==> src/rtl/pmr_pkg.sv <==
package pmr_pkg;
   localparam int SLOW_LSB  = 0;
   localparam int SLOW_W    = 4;
   localparam int DOZE_BIT  = 4;
   localparam int SLEEP_BIT = 5;
   localparam int CG_BIT    = 6;
   localparam int SUSP_BIT  = 7;
   localparam int FIELD_TOP = 7;
   localparam int GRP_SHIFT = 11;

   function automatic int spr_index(input int grp, input int num);
      return (grp << GRP_SHIFT) + num;
   endfunction
endpackage

==> src/rtl/pmr_decode.sv <==
module pmr_decode #(
   parameter int ADDR_W = 16,
   parameter int GROUP  = 8,
   parameter int NUMBER = 0
) (
   input  logic [ADDR_W-1:0] spr_addr,
   output logic              hit
);
   localparam int          IDX     = pmr_pkg::spr_index(GROUP, NUMBER);
   localparam logic [ADDR_W-1:0] MY_ADDR = ADDR_W'(IDX);

   if (IDX >= (1 << ADDR_W)) begin : g_bad_idx
      $error("SPR index does not fit in ADDR_W");
   end

   assign hit = (spr_addr == MY_ADDR);
endmodule

==> src/rtl/pmr_reg.sv <==
module pmr_reg #(
   parameter int DATA_W = 32
) (
   input  logic              clk,
   input  logic              rst_n,
   input  logic              wr_en,
   input  logic [DATA_W-1:0] wdata,
   input  logic              exc,
   output logic [DATA_W-1:0] q
);
   import pmr_pkg::*;

   always_ff @(posedge clk) begin
      if (!rst_n) begin
         q <= '0;
      end else begin
         if (wr_en) q <= wdata;
         if (exc) begin
            q[DOZE_BIT]  <= 1'b0;
            q[SLEEP_BIT] <= 1'b0;
         end
      end
   end
endmodule

==> src/rtl/pmr_halt.sv <==
module pmr_halt #(
   parameter int PC_W = 32
) (
   input  logic            clk,
   input  logic            rst_n,
   input  logic            set_req,
   input  logic            wake,
   input  logic            exc,
   input  logic [PC_W-1:0] pc,
   output logic            halt,
   output logic [PC_W-1:0] resume_pc
);
   localparam logic [PC_W-1:0] INSN_BYTES = PC_W'(4);

   always_ff @(posedge clk) begin
      if (!rst_n) begin
         halt      <= 1'b0;
         resume_pc <= '0;
      end else begin
         if (exc) begin
            halt <= 1'b0;
         end else if (set_req) begin
            halt      <= 1'b1;
            resume_pc <= pc + INSN_BYTES;
         end else if (halt && wake) begin
            halt <= 1'b0;
         end
      end
   end
endmodule

==> src/rtl/pwr_ctl_spr.sv <==
module pwr_ctl_spr #(
   parameter int ADDR_W      = 16,
   parameter int DATA_W      = 32,
   parameter int PC_W        = 32,
   parameter int GROUP       = 8,
   parameter int NUMBER      = 0,
   parameter int UPR_W       = 32,
   parameter int PRES_BIT    = 9,
   parameter bit GATE_RDATA  = 1'b1
) (
   input  logic              clk,
   input  logic              rst_n,
   input  logic [ADDR_W-1:0] spr_addr,
   input  logic              spr_wr,
   input  logic [DATA_W-1:0] spr_wdata,
   output logic [DATA_W-1:0] spr_rdata,
   input  logic [PC_W-1:0]   insn_pc,
   input  logic              exc_entry,
   input  logic              irq_pend,
   input  logic              tick_evt,
   output logic              halt,
   output logic [PC_W-1:0]   resume_pc,
   output logic [3:0]        slow_div,
   output logic              clkgate_en,
   output logic              suspend_en,
   output logic [UPR_W-1:0]  unit_present
);
   import pmr_pkg::*;

   if (DATA_W <= FIELD_TOP) begin : g_bad_data_w
      $error("DATA_W must hold the control fields");
   end
   if (PRES_BIT >= UPR_W) begin : g_bad_pres
      $error("PRES_BIT outside presence vector");
   end

   logic              addr_hit;
   logic              wr_hit;
   logic              halt_req;
   logic [DATA_W-1:0] pm_q;

   pmr_decode #(.ADDR_W(ADDR_W), .GROUP(GROUP), .NUMBER(NUMBER)) u_dec (
      .spr_addr (spr_addr),
      .hit      (addr_hit)
   );

   assign wr_hit   = spr_wr && addr_hit;
   assign halt_req = wr_hit && (spr_wdata[DOZE_BIT] || spr_wdata[SLEEP_BIT]);

   pmr_reg #(.DATA_W(DATA_W)) u_reg (
      .clk   (clk),
      .rst_n (rst_n),
      .wr_en (wr_hit),
      .wdata (spr_wdata),
      .exc   (exc_entry),
      .q     (pm_q)
   );

   pmr_halt #(.PC_W(PC_W)) u_halt (
      .clk       (clk),
      .rst_n     (rst_n),
      .set_req   (halt_req),
      .wake      (irq_pend || tick_evt),
      .exc       (exc_entry),
      .pc        (insn_pc),
      .halt      (halt),
      .resume_pc (resume_pc)
   );

   if (GATE_RDATA) begin : g_rd_gated
      assign spr_rdata = addr_hit ? pm_q : '0;
   end else begin : g_rd_open
      assign spr_rdata = pm_q;
   end

   assign slow_div     = pm_q[SLOW_LSB +: SLOW_W];
   assign clkgate_en   = pm_q[CG_BIT];
   assign suspend_en   = pm_q[SUSP_BIT];
   assign unit_present = UPR_W'(1) << PRES_BIT;
endmodule

==> config.mk <==
export PLATFORM = sky130hd
export DESIGN_NAME = pwr_ctl_spr
export DESIGN_NICKNAME = d
export VERILOG_FILES = /design/src/rtl/pmr_pkg.sv /design/src/rtl/pmr_decode.sv /design/src/rtl/pmr_reg.sv /design/src/rtl/pmr_halt.sv /design/src/rtl/pwr_ctl_spr.sv
export SDC_FILE = /design/constraint.sdc
export NUM_CORES = 1
export LEC_CHECK = 0
export ABC_CLOCK_PERIOD_IN_PS = 3100
export BUFFER_PORTS_ARGS = -buffer_cell sky130_fd_sc_hd__buf_2
export CORE_MARGIN = 5
export CORE_UTILIZATION = 45
export CTS_CLUSTER_DIAMETER = 120
export DETAILED_ROUTE_END_ITERATION = 16
export GPL_ROUTABILITY_DRIVEN = 0
export PLACE_DENSITY = 0.8
export RECOVER_POWER = 50
export SYNTH_ARGS = -nofsm -noshare
export SYNTH_HDL_FRONTEND = slang
export SYNTH_HIERARCHICAL = 1
export SYNTH_SLANG_ARGS = --single-unit
==> constraint.sdc <==
create_clock -name clk -period 3.1 [get_ports clk]
set_clock_uncertainty 0.1 [all_clocks]
set_input_delay 0.155 -clock clk [delete_from_list [all_inputs] [get_ports clk]]
set_output_delay 0.155 -clock clk [all_outputs]
set_load 0.02 [all_outputs]
==> results of run 1 <==
## power breakdown
group | leakage, nW | internal [W] | switching (W)
combinational | 1.24 | 0.0000889 | 0.000110
clock | 0.117 | 0.000503 | 0.000344
sequential | 0.523 | 0.000834 | 0.00000000299
total | 1.88 | 0.00143 | 0.000454
## timing repair
item | CTS | global route
endpoints found under the setup margin | 0 | 0
gates resized for setup | 0 | 0
endpoints found under the hold margin | 34 | 0
hold buffers | 34 | 0
## through the flow
| step | area [sq um] | std cells |
|---|---|---|
| floorplan | 3681 | 432 |
| global placement | 4248 | 636 |
| detailed placement | 4248 | 636 |
| CTS | 4825 | 686 |
| global route | 4761 | 686 |
| finish | 4761 | 686 |
## per-layer routing
layer  GRT usage  vias to the layer above  share of wire  wire length, um
met4     0.07458                        0          0.019              190
met2      0.3316                      167           0.48             4784
met3     0.04600                       16          0.088              884
met1      0.2297                     1610           0.42             4158
met5           0                        -              0                0
li1            -                     1717              -                -
## cells by family after synthesis
logic type               Yosys count
buffers and inverters             64
other                              2
AND/OR/NAND/NOR                  156
XOR/XNOR                          11
multiplexers                      32
AO/OA/AOI/OAI                     71
flip-flops                        65
adder cells (fa/ha/maj)            1
## state kept, by name (all words and copies together), names as in the netlist
| signal | count |
|---|---|
| u_halt/halt | 1 |
| u_halt/resume_pc | 32 |
| u_reg/q | 32 |
## layout by cell type (no fill, tap or decap), types with 4 or more instances in the layout
cell type and instances:
xnor2_1 5, and2_1 14, xor2_1 6, or3_1 6, nor2b_1 30, and2_2 13
nand2_1 17, a21oi_1 9, buf_2 108, and2_0 6, conb_1 32, nand4_1 7
clkbuf_1 49, a211oi_1 7, a31oi_1 14, and4_1 6, mux2i_1 32, or4_1 12
nor3_1 5, dfxtp_1 65, clkbuf_8 11, dlygate4sd3_1 34, o31ai_1 9, nor2_1 11
inv_1 6, nand3_1 12, nor4_1 4, o21ai_0 27
## final cells by class
type,instances,share of cell area
multi-input cells,303,0.4118
flip-flops and latches,65,0.2733
repair buffers,194,0.2336
clock buffers,11,0.03180
well taps,102,0.02681
clock inverters,5,0.01787
inverters,6,0.004731
## critical path, cell delays in order
cell and delay (ns):
buf_2 0.10, nor4_1 0.26, and4_1 0.26, clkbuf_1 0.77
and2_2 0.50, buf_12 0.25, mux2i_1 0.24, nor2b_1 0.06
## worst paths after layout
| path | slack [ns] | cells after the start | from | to |
|---|---|---|---|---|
| max | 0.60 | 8 | spr_addr[11] | u_reg/q[29] |
| max reg2reg | 2.01 | 3 | u_halt/resume_pc[31] | u_halt/resume_pc[31] |
| min | 0.02 | 3 | spr_wdata[11] | u_reg/q[11] |
| min reg2reg | 0.36 | 2 | u_halt/resume_pc[3] | u_halt/resume_pc[3] |
==> metrics.yaml, run 1 <==
synth_edf_count: 0
setup_tns_ns: 0
fin_crit_sh: 0.8056
post_cts_buffers: 0
grt_usage: 0.1923
crit_required_ns: 3.22
violations: "max-capacitance violations, max-slew violations"
total_power_w: 0.001880
clock_path_buffers: 2
synth.avg_cell_area_sq_um: 8.877
drt_wl_total_um: 10020
hpwlAfterDp_um: 7015
grt_setup_unrepaired: "no"
synth_seq_area_share: 0.3647
synth-xor-area-share: 0.02700
synth-simple-area-share: 0.2717
async_flop_share: 0
yosys-top-cells-area: "dfxtp_1 36%, mux2i_1 9.0%, buf_4 6.9%"
die_h_um: 99.05
synth_seq_cells: 65
drive_above_1_share: 0.2534
tritoncts: "built"
htree_num_levels: 3
slew_headroom: -0.2810
ant_nets: 0
dieArea_sq_um: 9811
yosys_warnings: 6
synthFlopType: "dfxtp_1"
min_path_type: "input port to flop"
grt_antenna_before_repair: 0
grt_max_degree: 54
areaGrowthSynthToFinish_pct: 33.42
vias: 3510
multiInputGateArea_sq_um: 1961
nets: 666
start_kind: "input port"
io_pins: 189
setup_ws_ns: 0.6026
die_w_um: 99.05
slew_violations: 54
clkLatencyLatePin_ns: 0.33
seqCellArea_sq_um: 1301
vdd_drop_max_mv: 0.2194
coreArea_sq_um: 7727
yosysMostFrequentCell: "dfxtp_1"
rows: 32
final.min_clock_period_ns: 2.497
arrival_ns: 2.62
drv_cap: 1
cts_buffers: 9
fillers: 682
synth_fa_ha_area_frac: 0.003506
n_antenna_cell: 0
avgViaCountPerCell: 5.117
wire_per_inst_um: 14.60
whs_ns: 0.01827
gr-total-overflow: 0
postSynthCellCount: 402
drc: 0
setup-violations-final: 0
grt_pass1_wl_um: 15630
cp-end-kind: "flop"
synth.distinct_cells: 44
drtPass1Iterations: 4
cts.sinks: 65
grt_pass1_vias: 3361
finalHoldViolations: 0
synth.top_cells.by_count: "65 x dfxtp_1, 33 x buf_4, 32 x mux2i_1, 31 x nor2b_1, 27 x o21ai_0"
clk_pin_slew_ns: 0.07
port_buffers: 156
pre_cts_slack_ns: 0.8806
root_buffer: "clkbuf_8"
cp_max_fo: 33
synth_compound_area_frac: 0.1217
p_per_area_nw_per_um2: 394.9
critical_path_class: "input port to flop"
synth_top_area_frac: 0.3647
max_freq_mhz: 400.4
p_leak_nw: 1.877
netlist_area_sq_um: 3568
synth_largest_area_cell: "dfxtp_1"
drt_iter0_drc: 91
outcome: "finished with violations"
start_util: 0.4618
synthMuxAreaShare: 0.08976
final_util: 0.6161
worstMarginPinSlew_ns: 1.921
synth_top_family_by_area: "simple AND/OR/NAND/NOR gates"
No activity file was read; power rests on OpenSTA's default activity.
==> run 2: changes to the inputs <==
ABC_CLOCK_PERIOD_IN_PS = 2500   (was 3100)
clock period = 2.5 ns   (was 3.1 ns; I/O delays follow)
==> metrics.yaml, run 2 (same netlist as run 1, synthesis figures left out) <==
grt_antenna_before_repair: 0  # unchanged
clkLatencyLatePin_ns: 0.32  # about the same
vdd_drop_max_mv: 0.2704  # +23%
die_w_um: 99.05  # unchanged
cp-end-kind: "flop"
n_antenna_cell: 0  # unchanged
cp_max_fo: 14  # -58%
grt_pass1_wl_um: 16010  # +2.4%
vias: 3547  # +1.1%
grt_max_degree: 32  # -41%
slew_headroom: 0.4092  # +0.6901
io_pins: 189  # unchanged
max_freq_mhz: 425.8
total_power_w: 0.002061  # +9.6%
grt_pass1_vias: 3419  # +1.7%
multiInputGateArea_sq_um: 1953  # -0.38%
r2r_slack_ns: 1.47  # -0.54 ns
fillers: 682  # unchanged
tritoncts: "built"
drc: 0  # unchanged
finalHoldViolations: 0  # unchanged
slew_violations: 0  # -100%
drt_iter0_drc: 96  # +5.5%
drt_wl_total_um: 10160  # +1.4%
areaGrowthSynthToFinish_pct: 34.26
root_buffer: "clkbuf_8"
critical_path_class: "input port to flop"
crit_buf_inv: 2  # -1
port_buffers: 156  # unchanged
grt_setup_unrepaired: "no"
clock_path_buffers: 2  # unchanged
final.min_clock_period_ns: 2.348
start_kind: "input port"
crit_required_ns: 2.66  # -0.56 ns
layout_commonest_cell: "buf_2"
drive_above_1_share: 0.2576  # +0.004151
reg_top3: "u_halt/resume_pc x32, u_reg/q x32, u_halt/halt x1"
cts_resized: 0  # unchanged
start_util: 0.4618  # unchanged
drv_cap: 0  # -1
cts.sinks: 65  # unchanged
cp_cell_sequence: "dlygate4sd3_1, buf_2, ha_1, and3_1, nand4_1, or4_1, a31oi_1"
setup-violations-final: 0  # unchanged
wire_per_inst_um: 14.60  # about the same
ant_nets: 0  # unchanged
dpl_cell_area_sq_um: 4258  # +0.24%
dieArea_sq_um: 9811  # unchanged
rows: 32  # unchanged
avgViaCountPerCell: 5.096  # -0.40%
clk_pin_slew_ns: 0.07  # about the same
fin_crit_sh: 0.9393
hpwlAfterDp_um: 7071  # +0.80%
grt_usage: 0.1980  # +0.005707
nets: 678  # +1.8%
final_cell_mix: "115 x buf_2, 65 x dfxtp_1, 43 x dlygate4sd3_1, 43 x clkbuf_1"
max_stage_delay_ns: 0.64  # -0.13 ns
htree_num_levels: 3  # unchanged
p_per_area_nw_per_um2: 430.2  # +8.9%
p_leak_nw: 1.928  # +2.7%
gr-total-overflow: 0  # unchanged
final_util: 0.6200  # +0.003886
drtPass1Iterations: 4  # unchanged
final_area_sq_um: 4791  # +0.63%
hold_buffers: 43  # +26%
outcome: "finished, final reports clean"
seqCellArea_sq_um: 1301  # unchanged
post_cts_buffers: 0  # unchanged
worstMarginPinSlew_ns: 0.8863  # -1.035 ns
cp_top_family: "simple AND/OR/NAND/NOR gates"
coreArea_sq_um: 7727  # unchanged
setup_tns_ns: 0  # unchanged
crit_slowest_cell: "or4_1"
cts_buffers: 9  # unchanged
min_path_type: "input port to flop"
die_h_um: 99.05  # unchanged
arrival_ns: 2.50  # -0.12 ns
-- run 2: final cells by class --
cell class | instances | share of cell area
Clock inverter | 3 | 0.003656
Tap cell | 102 | 0.02664
Sequential cell | 65 | 0.2716
Multi-Input combinational cell | 303 | 0.4077
Timing Repair Buffer | 206 | 0.2541
Clock buffer | 11 | 0.03160
Inverter | 6 | 0.004701
-- run 2: worst paths after layout --
kind                        startpoint                    to  depth (start not counted)
setup / recovery            insn_pc[2]  u_halt/resume_pc[26]                          7
hold reg to reg    u_halt/resume_pc[3]   u_halt/resume_pc[3]                          2
hold / removal             insn_pc[10]  u_halt/resume_pc[10]                          3
setup reg to reg  u_halt/resume_pc[31]  u_halt/resume_pc[31]                          3
-- run 2: report_power, final --
group / internal [W] / switching, W / total (W)
logic: 0.000119 / 0.000138 / 0.000258
registers: 0.00104 / 0.00000000364 / 0.00104
clock network: 0.000399 / 0.000369 / 0.000768
-- run 2: per-stage QoR --
step | hold WS [ns] | std cells | worst slack [ns]
2_1_floorplan | 0.1043 | 432 | 0.2756
6_report | 0.02885 | 696 | 0.1517
4_1_cts | 0.0005529 | 696 | 0.2059
3_3_place_gp | 0.2541 | 639 | 0.4656
5_1_grt | 0.01267 | 696 | 0.04081
3_5_place_dp | 0.2654 | 639 | 0.3677
-- run 2: metal layers --
metal,up-vias,track usage,share of wire
li1,1737,-,-
met4,0,0.07773,0.026
met2,176,0.3399,0.48
met3,26,0.05591,0.085
met5,-,0,0
met1,1608,0.2321,0.41
-- run 2: worst min-delay path: stages --
cell      delay, ns
buf_2          0.12
o21ai_0        0.08
a311oi_1       0.08
==> run 3: changes to the inputs <==
CORE_UTILIZATION = 47   (was 45)
CTS_BUF_LIST = sky130_fd_sc_hd__clkbuf_4   (was default)
PLACE_DENSITY = 0.83   (was 0.8)
==> metrics.yaml, run 3 (same netlist as run 1, synthesis figures left out) <==
slew_violations: 0  # unchanged
die_h_um: 97.14  # -1.9%
nets: 697  # +2.8%
dpl_cell_area_sq_um: 4259  # about the same
gr-total-overflow: 0  # unchanged
grt_usage: 0.2205  # +0.02248
grt_antenna_before_repair: 0  # unchanged
avgViaCountPerCell: 5.097  # about the same
fin_crit_sh: 0.9425  # +0.003230
setup_tns_ns: 0  # unchanged
clkLatencyLatePin_ns: 0.38  # +0.06 ns
p_leak_nw: 1.987  # +3.1%
cts_buffers: 9  # unchanged
slew_headroom: 0.6094  # +0.2003
seqCellArea_sq_um: 1301  # unchanged
root_buffer: "clkbuf_4"
cts.sinks: 65  # unchanged
drive_above_1_share: 0.2524  # -0.005133
n_antenna_cell: 0  # unchanged
start_kind: "input port"
areaGrowthSynthToFinish_pct: 37.87
tritoncts: "built"
vias: 3634  # +2.5%
drc: 0  # unchanged
max_freq_mhz: 424.4  # -0.34%
final.min_clock_period_ns: 2.356  # +0.008075 ns
min_path_type: "input port to flop"
arrival_ns: 2.60  # +0.10 ns
finalHoldViolations: 0  # unchanged
rows: 31  # -3.1%
p_per_area_nw_per_um2: 381.5  # -11%
drt_wl_total_um: 10700  # +5.4%
multiInputGateArea_sq_um: 1954  # about the same
final_cell_mix: "114 x buf_2, 65 x dfxtp_1, 63 x dlygate4sd3_1"
drtPass1Iterations: 4  # unchanged
fillers: 598  # -12%
grt_max_degree: 62  # +94%
clock_path_buffers: 2  # unchanged
cp-end-kind: "flop"
final_area_sq_um: 4920  # +2.7%
port_buffers: 156  # unchanged
io_pins: 189  # unchanged
htree_num_levels: 3  # unchanged
ant_nets: 0  # unchanged
clk_pin_slew_ns: 0.11  # +0.04 ns
reg_top3: "u_halt/resume_pc x32, u_reg/q x32, u_halt/halt x1"
start_util: 0.4868  # +0.02498
die_w_um: 97.14  # -1.9%
layout_commonest_cell: "buf_2"
drv_cap: 0  # unchanged
grt_setup_unrepaired: "no"
crit_required_ns: 2.74  # +0.08 ns
dieArea_sq_um: 9435  # -3.8%
hpwlAfterDp_um: 6958  # -1.6%
final_util: 0.6711  # +0.05112
wire_per_inst_um: 15.01  # +2.8%
critical_path_class: "input port to flop"
grt_pass1_vias: 3616  # +5.8%
setup-violations-final: 0  # unchanged
outcome: "finished, final reports clean"
drt_iter0_drc: 116  # +21%
vdd_drop_max_mv: 0.2716  # +0.45%
cp_max_fo: 14  # unchanged
coreArea_sq_um: 7331  # -5.1%
total_power_w: 0.001877  # -8.9%
worstMarginPinSlew_ns: 0.5858  # -0.3004 ns
grt_pass1_wl_um: 17510  # +9.4%
whs_ns: 0.05491  # +0.02606 ns
## run 3: cell types whose count changed in the layout (fill, tap and decap cells not counted), sizes merged
| cell | before | now |
|---|---|---|
| clkinv | 2 | 3 |
| dlygate4sd3 | 43 | 63 |
| clkbuf | 54 | 55 |
| buf | 120 | 118 |
## run 3: worst paths after layout
kind / start / endpoint / slack (ns) / cells past startpoint
max reg2reg: u_halt/resume_pc[17] / u_halt/resume_pc[17] / 1.19 / 3
max: insn_pc[2] / u_halt/resume_pc[18] / 0.14 / 9
min reg2reg: u_halt/resume_pc[3] / u_halt/resume_pc[3] / 0.37 / 2
min: tick_evt / u_halt/halt / 0.05 / 5
## run 3: timing repair
item,in CTS,in global routing
buffers inserted,0,0
resized for setup,0,1
hold endpoints to repair,61,0
endpoints found under the setup margin,0,1
hold buffers,63,0
## run 3: routing by layer
layer  GRT usage  share of wire
met1      0.2467           0.39
met2      0.3928           0.50
met3     0.06604          0.090
met4     0.08099          0.019
met5           0              0
## run 3: critical path, cell delays in order
cell and delay, ns:
dlygate4sd3_1 0.52, buf_2 0.13, ha_1 0.20, and3_2 0.25, nand4_1 0.11, buf_4 0.20
or3_1 0.35, a31oi_1 0.16, dlygate4sd3_1 0.55
## run 3: area by class of cell
cell class                      count  area share
Clock buffer                       11     0.01679
Clock inverter                      4    0.004323
Inverter                            6    0.004578
Multi-Input combinational cell    303      0.3973
Sequential cell                    65      0.2645
Tap cell                           99     0.02518
Timing Repair Buffer              225      0.2874
## run 3: metrics by stage
stage                     setup WS, ns  instances
after floorplan                 0.2756        432
after global placement          0.4478        635
after detailed placement        0.4282        635
after CTS                       0.1676        713
after global routing           0.02165        713
final                           0.1437        713
## run 3: power breakdown
part	switching, W	internal [W]	leakage [nW]
registers	0.00000000376	0.00103	0.523
logic	0.000143	0.000138	1.40
clock network	0.000345	0.000216	0.0601
total	0.000489	0.00139	1.99
